### src/rtl/irq_level_arbiter.sv
module irq_level_arbiter #(
  parameter int NSRC     = 64,
  parameter int LW       = 3,
  parameter int AW       = 7,
  parameter int DW       = 32,
  parameter int VW       = 8,
  parameter int LVL_BASE = 64,
  parameter int VEC_BASE = 64,
  parameter int VEC_SPUR = 24
) (
  input  logic            clk,
  input  logic            rst_n,
  input  logic [NSRC-1:0] irq_pend,
  input  logic            cfg_we,
  input  logic [AW-1:0]   cfg_addr,
  input  logic [DW-1:0]   cfg_wdata,
  output logic [DW-1:0]   cfg_rdata,
  input  logic [LW-1:0]   cpu_mask_lvl,
  input  logic            gate_en,
  input  logic [LW-1:0]   ack_lvl,
  output logic [VW-1:0]   ack_vec_o,
  output logic [LW-1:0]   irq_lvl_o,
  output logic [$clog2(NSRC)-1:0] irq_src_o
);
  localparam int SW    = $clog2(NSRC);
  localparam int NWORD = NSRC / DW;

  logic [NSRC-1:0] mask_q, force_q, act;
  logic [LW-1:0]   lvl_q [NSRC];

  always_ff @(posedge clk or negedge rst_n) begin
    if (!rst_n) begin
      mask_q  <= '1;
      force_q <= '0;
      lvl_q   <= '{default: '0};
    end else if (cfg_we) begin
      for (int w = 0; w < NWORD; w++) begin
        if (cfg_addr == AW'(w))         mask_q[w*DW +: DW]  <= cfg_wdata;
        if (cfg_addr == AW'(NWORD + w)) force_q[w*DW +: DW] <= cfg_wdata;
      end
      for (int s = 0; s < NSRC; s++)
        if (cfg_addr == AW'(LVL_BASE + s)) lvl_q[s] <= cfg_wdata[LW-1:0];
    end
  end

  always_comb begin
    cfg_rdata = '0;
    for (int w = 0; w < NWORD; w++) begin
      if (cfg_addr == AW'(w))         cfg_rdata = mask_q[w*DW +: DW];
      if (cfg_addr == AW'(NWORD + w)) cfg_rdata = force_q[w*DW +: DW];
    end
    for (int s = 0; s < NSRC; s++)
      if (cfg_addr == AW'(LVL_BASE + s)) cfg_rdata = DW'(lvl_q[s]);
  end

  assign act = (irq_pend | force_q) & ~mask_q;

  logic [LW-1:0] best_l;
  logic [SW-1:0] best_s;
  logic          ack_hit;
  logic [SW-1:0] ack_s;

  always_comb begin
    best_l  = '0;
    best_s  = '0;
    ack_hit = 1'b0;
    ack_s   = '0;
    for (int s = 0; s < NSRC; s++) begin
      if (act[s] && lvl_q[s] != '0 && lvl_q[s] >= best_l) begin
        best_l = lvl_q[s];
        best_s = SW'(s);
      end
      if (act[s] && ack_lvl != '0 && lvl_q[s] == ack_lvl) begin
        ack_hit = 1'b1;
        ack_s   = SW'(s);
      end
    end
  end

  wire pass = (best_l != '0) && (!gate_en || best_l > cpu_mask_lvl);

  assign ack_vec_o = ack_hit ? VW'(VEC_BASE) + VW'(ack_s) : VW'(VEC_SPUR);

  always_ff @(posedge clk or negedge rst_n) begin
    if (!rst_n) begin
      irq_lvl_o <= '0;
      irq_src_o <= '0;
    end else begin
      irq_lvl_o <= pass ? best_l : '0;
      irq_src_o <= pass ? best_s : '0;
    end
  end

  AST_GATE_STRICT: assert property (@(posedge clk) disable iff (!rst_n)
    (irq_lvl_o != '0 && $past(gate_en)) |-> irq_lvl_o > $past(cpu_mask_lvl));
  AST_IDLE_SRC_ZERO: assert property (@(posedge clk) disable iff (!rst_n)
    (irq_lvl_o == '0) |-> irq_src_o == '0);
  AST_WIN_LEVEL_MATCH: assert property (@(posedge clk) disable iff (!rst_n)
    (irq_lvl_o != '0 && !$past(cfg_we)) |-> lvl_q[irq_src_o] == irq_lvl_o);
  AST_ACK_FORM: assert property (@(posedge clk) disable iff (!rst_n)
    ack_vec_o == VW'(VEC_SPUR) || (ack_vec_o >= VW'(VEC_BASE) && ack_vec_o < VW'(VEC_BASE + NSRC)));
  AST_ACK_SOURCE_OK: assert property (@(posedge clk) disable iff (!rst_n)
    (ack_vec_o != VW'(VEC_SPUR)) |-> (act[SW'(ack_vec_o - VW'(VEC_BASE))]
      && lvl_q[SW'(ack_vec_o - VW'(VEC_BASE))] == ack_lvl));
endmodule

### config.mk
export PLATFORM = sky130hd
export DESIGN_NAME = irq_level_arbiter
export DESIGN_NICKNAME = d
export VERILOG_FILES = /design/src/rtl/irq_level_arbiter.sv
export SDC_FILE = /design/constraint.sdc
export NUM_CORES = 1
export LEC_CHECK = 0
export BUFFER_PORTS_ARGS = -buffer_cell sky130_fd_sc_hd__buf_2
export CORE_UTILIZATION = 55
export DETAILED_ROUTE_END_ITERATION = 16
export GPL_TIMING_DRIVEN = 0
export PLACE_DENSITY = 0.81
export RECOVER_POWER = 25
export SETUP_SLACK_MARGIN = 0.3
export SLEW_MARGIN = 40
export SYNTH_ARGS = -nofsm -noshare
export SYNTH_HDL_FRONTEND = slang
export SYNTH_SLANG_ARGS = --single-unit
export TNS_END_PERCENT = 100
### constraint.sdc
create_clock -name clk -period 125.9 [get_ports clk]
set_clock_uncertainty 0.05 [all_clocks]
set_input_delay 25.18 -clock clk [delete_from_list [all_inputs] [get_ports clk]]
set_output_delay 25.18 -clock clk [all_outputs]
set_load 0.01 [all_outputs]
==> impl_metrics.toml <==
[sta]
max_slew_margin_pct = -172
final-setup-viol-count = 0
fin_tns_setup_ns = 0
drv_slew = 266
period_share_pct = 94.6
max_clock_freq_ghz = 0.00840
rsz0062_at_grt = "no"
hold_viol = 0
tightest_slew_ns = 4.08
period_needed_ns = 119.06

[detailed_routing]
drtPass1Iterations = 8
highest_layer = "met5"
drt_iter0_markers = 3849
vias = 31800
wl_met3_mm = 13.6
met2RoutedLength_mm = 52.8
antenna_left = 0
wl_mm = 122
drt-wirelength-per-cell_um = 26.3
drt-met1-wl_mm = 47.6
drt_drc_violations_left = 0
vias_per_cell = 6.85

[critical_path]
worstPathMaxFanout = 10
cp.required_ns = 126.29
cp-start-kind = "primary input"
worst-path-buf-inv = 7
crit_top_cell = "ha_1"
worstSetupPathDepth = 452
reg2regPathDepth = 451
crit_type = "in -> reg"
critPathArrivalTime_ns = 119.45
cp_slowest_stage_delay_ns = 0.71
crit_path_end_kind = "flip-flop"
critPathSlowestCell = "o41ai_1"
critical_path.top_delay_family = "compound AO/OA/AOI/OAI gates"

[placed_design]
port_buffers = 153
hpwl_mm = 95.4
gp_congestion = 1.05

[yosys]
syn_nets = 3913
synth_edf_count = 0
ys.warnings.count = 0
synthTopCellsByArea = "dfrtp_1, mux2_2, dfstp_2"
synth_top_area_share_pct = 22.2
ys_ff_latch = 329
ys_seq_area_share_pct = 27.9
syn_area_mm2 = 0.0298
yosysTopAreaCell = "dfrtp_1"
syn_inst = 3721
synth_area_per_cell_um2 = 8.02
yosysUniqueCellTypes = 126
synthArstFlopShare_pct = 100
synthFlopType = "dfrtp_1"

[finish]
drive_gt1_share_pct = 18.8
syn_to_final_growth_pct = 10.3
fillers = 4822
fin_nets = 4119
post-route-util_pct = 62.0

[status]
status = "finished with violations"
violations = "max-capacitance violations, max-slew violations"

[floorplanning]
coreArea_mm2 = 0.0531
die_area_mm2 = 0.0552
fp.dieH_um = 235
io_pins = 162
floorplan.initialDensity_pct = 56.2
fp-row-count = 84
fp.dieW_um = 235

[hold_path]
holdPathStages = 1
hold_path_class = "reg -> reg"

[grt]
first_global_vias = 29600
grt_max_degree = 77
grt-ovfl-total = 0
grt_usage_pct = 43.0
grt_pass1_wl_mm = 182
antenna_found_initial = 3

[power_and_ir_drop]
vdd_drop_max_mv = 0.0136
cellPowerDensity_mw_per_mm2 = 14.9
p_leak_nw = 14.0

[clocking]
clkLatencyLatePin_ns = 0.59
cts_resized = 0
cts_buffers = 38
cts.sinks = 329
cts.hold.buffers_added = 0
postCtsSetupBuffers = 0
cts_tree = "yes"
clk_pin_slew_ns = 0.06
cts.htree.levels = 2
cts-root-buf = "clkbuf_16"
clk_path_buf_depth = 3

[job]
maxCapViolCount = 4
==> stage by stage <==
stage | cell area, um^2 | power (mW) | cells | setup slack (ns) | hold WS, ns
6_report | 32900 | 0.489 | 4648 | 6.84 | 0.483
2_1_floorplan | 29800 | 0.297 | 3721 | 18.03 | 0.452
3_3_place_gp | 31500 | 0.364 | 4562 | 6.53 | 0.461
5_1_grt | 32900 | 0.514 | 4645 | 0.389 | 0.506
4_1_cts | 32900 | 0.480 | 4644 | 6.82 | 0.482
3_5_place_dp | 31700 | 0.369 | 4574 | 6.55 | 0.468
==> cell families after synthesis <==
group / after synthesis / share of synthesized area (%)
and+or+nand+nor: 1373 / 21.9
AOI/OAI and AO/OA: 1153 / 27.2
buffers and inverters: 361 / 4.89
DFF: 329 / 27.9
muxes: 284 / 10.7
xor gates and xnor gates: 128 / 3.76
adders and majority gates: 92 / 3.75
other: 1 / 0.0126
==> cells in the final DEF (no fill, tap or decap), drive strengths merged, types with 70 or more instances in the layout <==
master  count
clkbuf    224
xnor2      99
ha         79
nor2      434
dfrtp     265
inv       130
a21oi     242
a31oi      81
mux2      277
buf       233
nand3     130
nor3      135
nand2     309
o21ai     220
nand2b     76
and2       70
==> synth_stat cells, drive strengths merged (20+ instances only) <==
| cell | number |
|---|---|
| mux2 | 277 |
| o21bai | 20 |
| and2 | 70 |
| nor4 | 23 |
| and3 | 51 |
| or2 | 38 |
| nand2b | 76 |
| nand4 | 25 |
| o211ai | 53 |
| a22oi | 55 |
| nor2 | 434 |
| o22ai | 24 |
| clkbuf | 162 |
| nor3 | 135 |
| a211oi | 29 |
| a31oi | 81 |
| a222oi | 38 |
| o21a | 50 |
| nor2b | 29 |
| o211a | 22 |
| xnor2 | 99 |
| xor2 | 29 |
| inv | 125 |
| a21o | 25 |
| nand2 | 309 |
| dfrtp | 265 |
| ha | 79 |
| nand3 | 130 |
| dfstp | 64 |
| o31ai | 47 |
| o21ai | 220 |
| a21oi | 242 |
| buf | 74 |
==> worst paths after layout <==
| check | from | end | slack (ns) |
|---|---|---|---|
| max | irq_pend[0] | irq_lvl_o[2] | 6.84 |
| min | force_q[27] | force_q[27] | 0.48 |
| max reg2reg | mask_q[0] | irq_lvl_o[2] | 31.04 |
| min reg2reg | force_q[27] | force_q[27] | 0.48 |
| max in group asynchronous | rst_n | lvl_q[115] | 95.20 |
| min in group asynchronous | rst_n | lvl_q[64] | 25.50 |
==> sequential cells by signal (all words and copies together) (netlist names) <==
signal	cells
lvl_q	192
irq_lvl_o	3
irq_src_o	6
force_q	64
mask_q	64
==> where the power goes <==
group	switching [mW]	leakage [nW]	internal [mW]
sequential	0.0123	4.04	0.118
combinational	0.153	9.35	0.0941
clock	0.0500	0.600	0.0622
total	0.215	14.0	0.274
==> per-layer routing <==
layer  vias to the layer above  global-route usage (%)
li1                      14200                       -
met1                     15200                    55.9
met2                      1888                    65.5
met3                       449                    9.40
met4                         4                    25.4
met5                         -                       0
==> final cells by class <==
cell class | instances | area [um^2] | share of cell area, %
antenna | 3 | 7.51 | 0.0228
timing repair buffer | 166 | 867 | 2.63
buffer | 236 | 1010 | 3.06
multi-input combinational | 3031 | 20200 | 61.3
sequential | 329 | 8310 | 25.3
clock buffer | 55 | 1070 | 3.27
clock inverter | 15 | 138 | 0.418
inverter | 125 | 469 | 1.43
tap | 688 | 861 | 2.62
No activity file was read; power rests on OpenSTA's default activity.
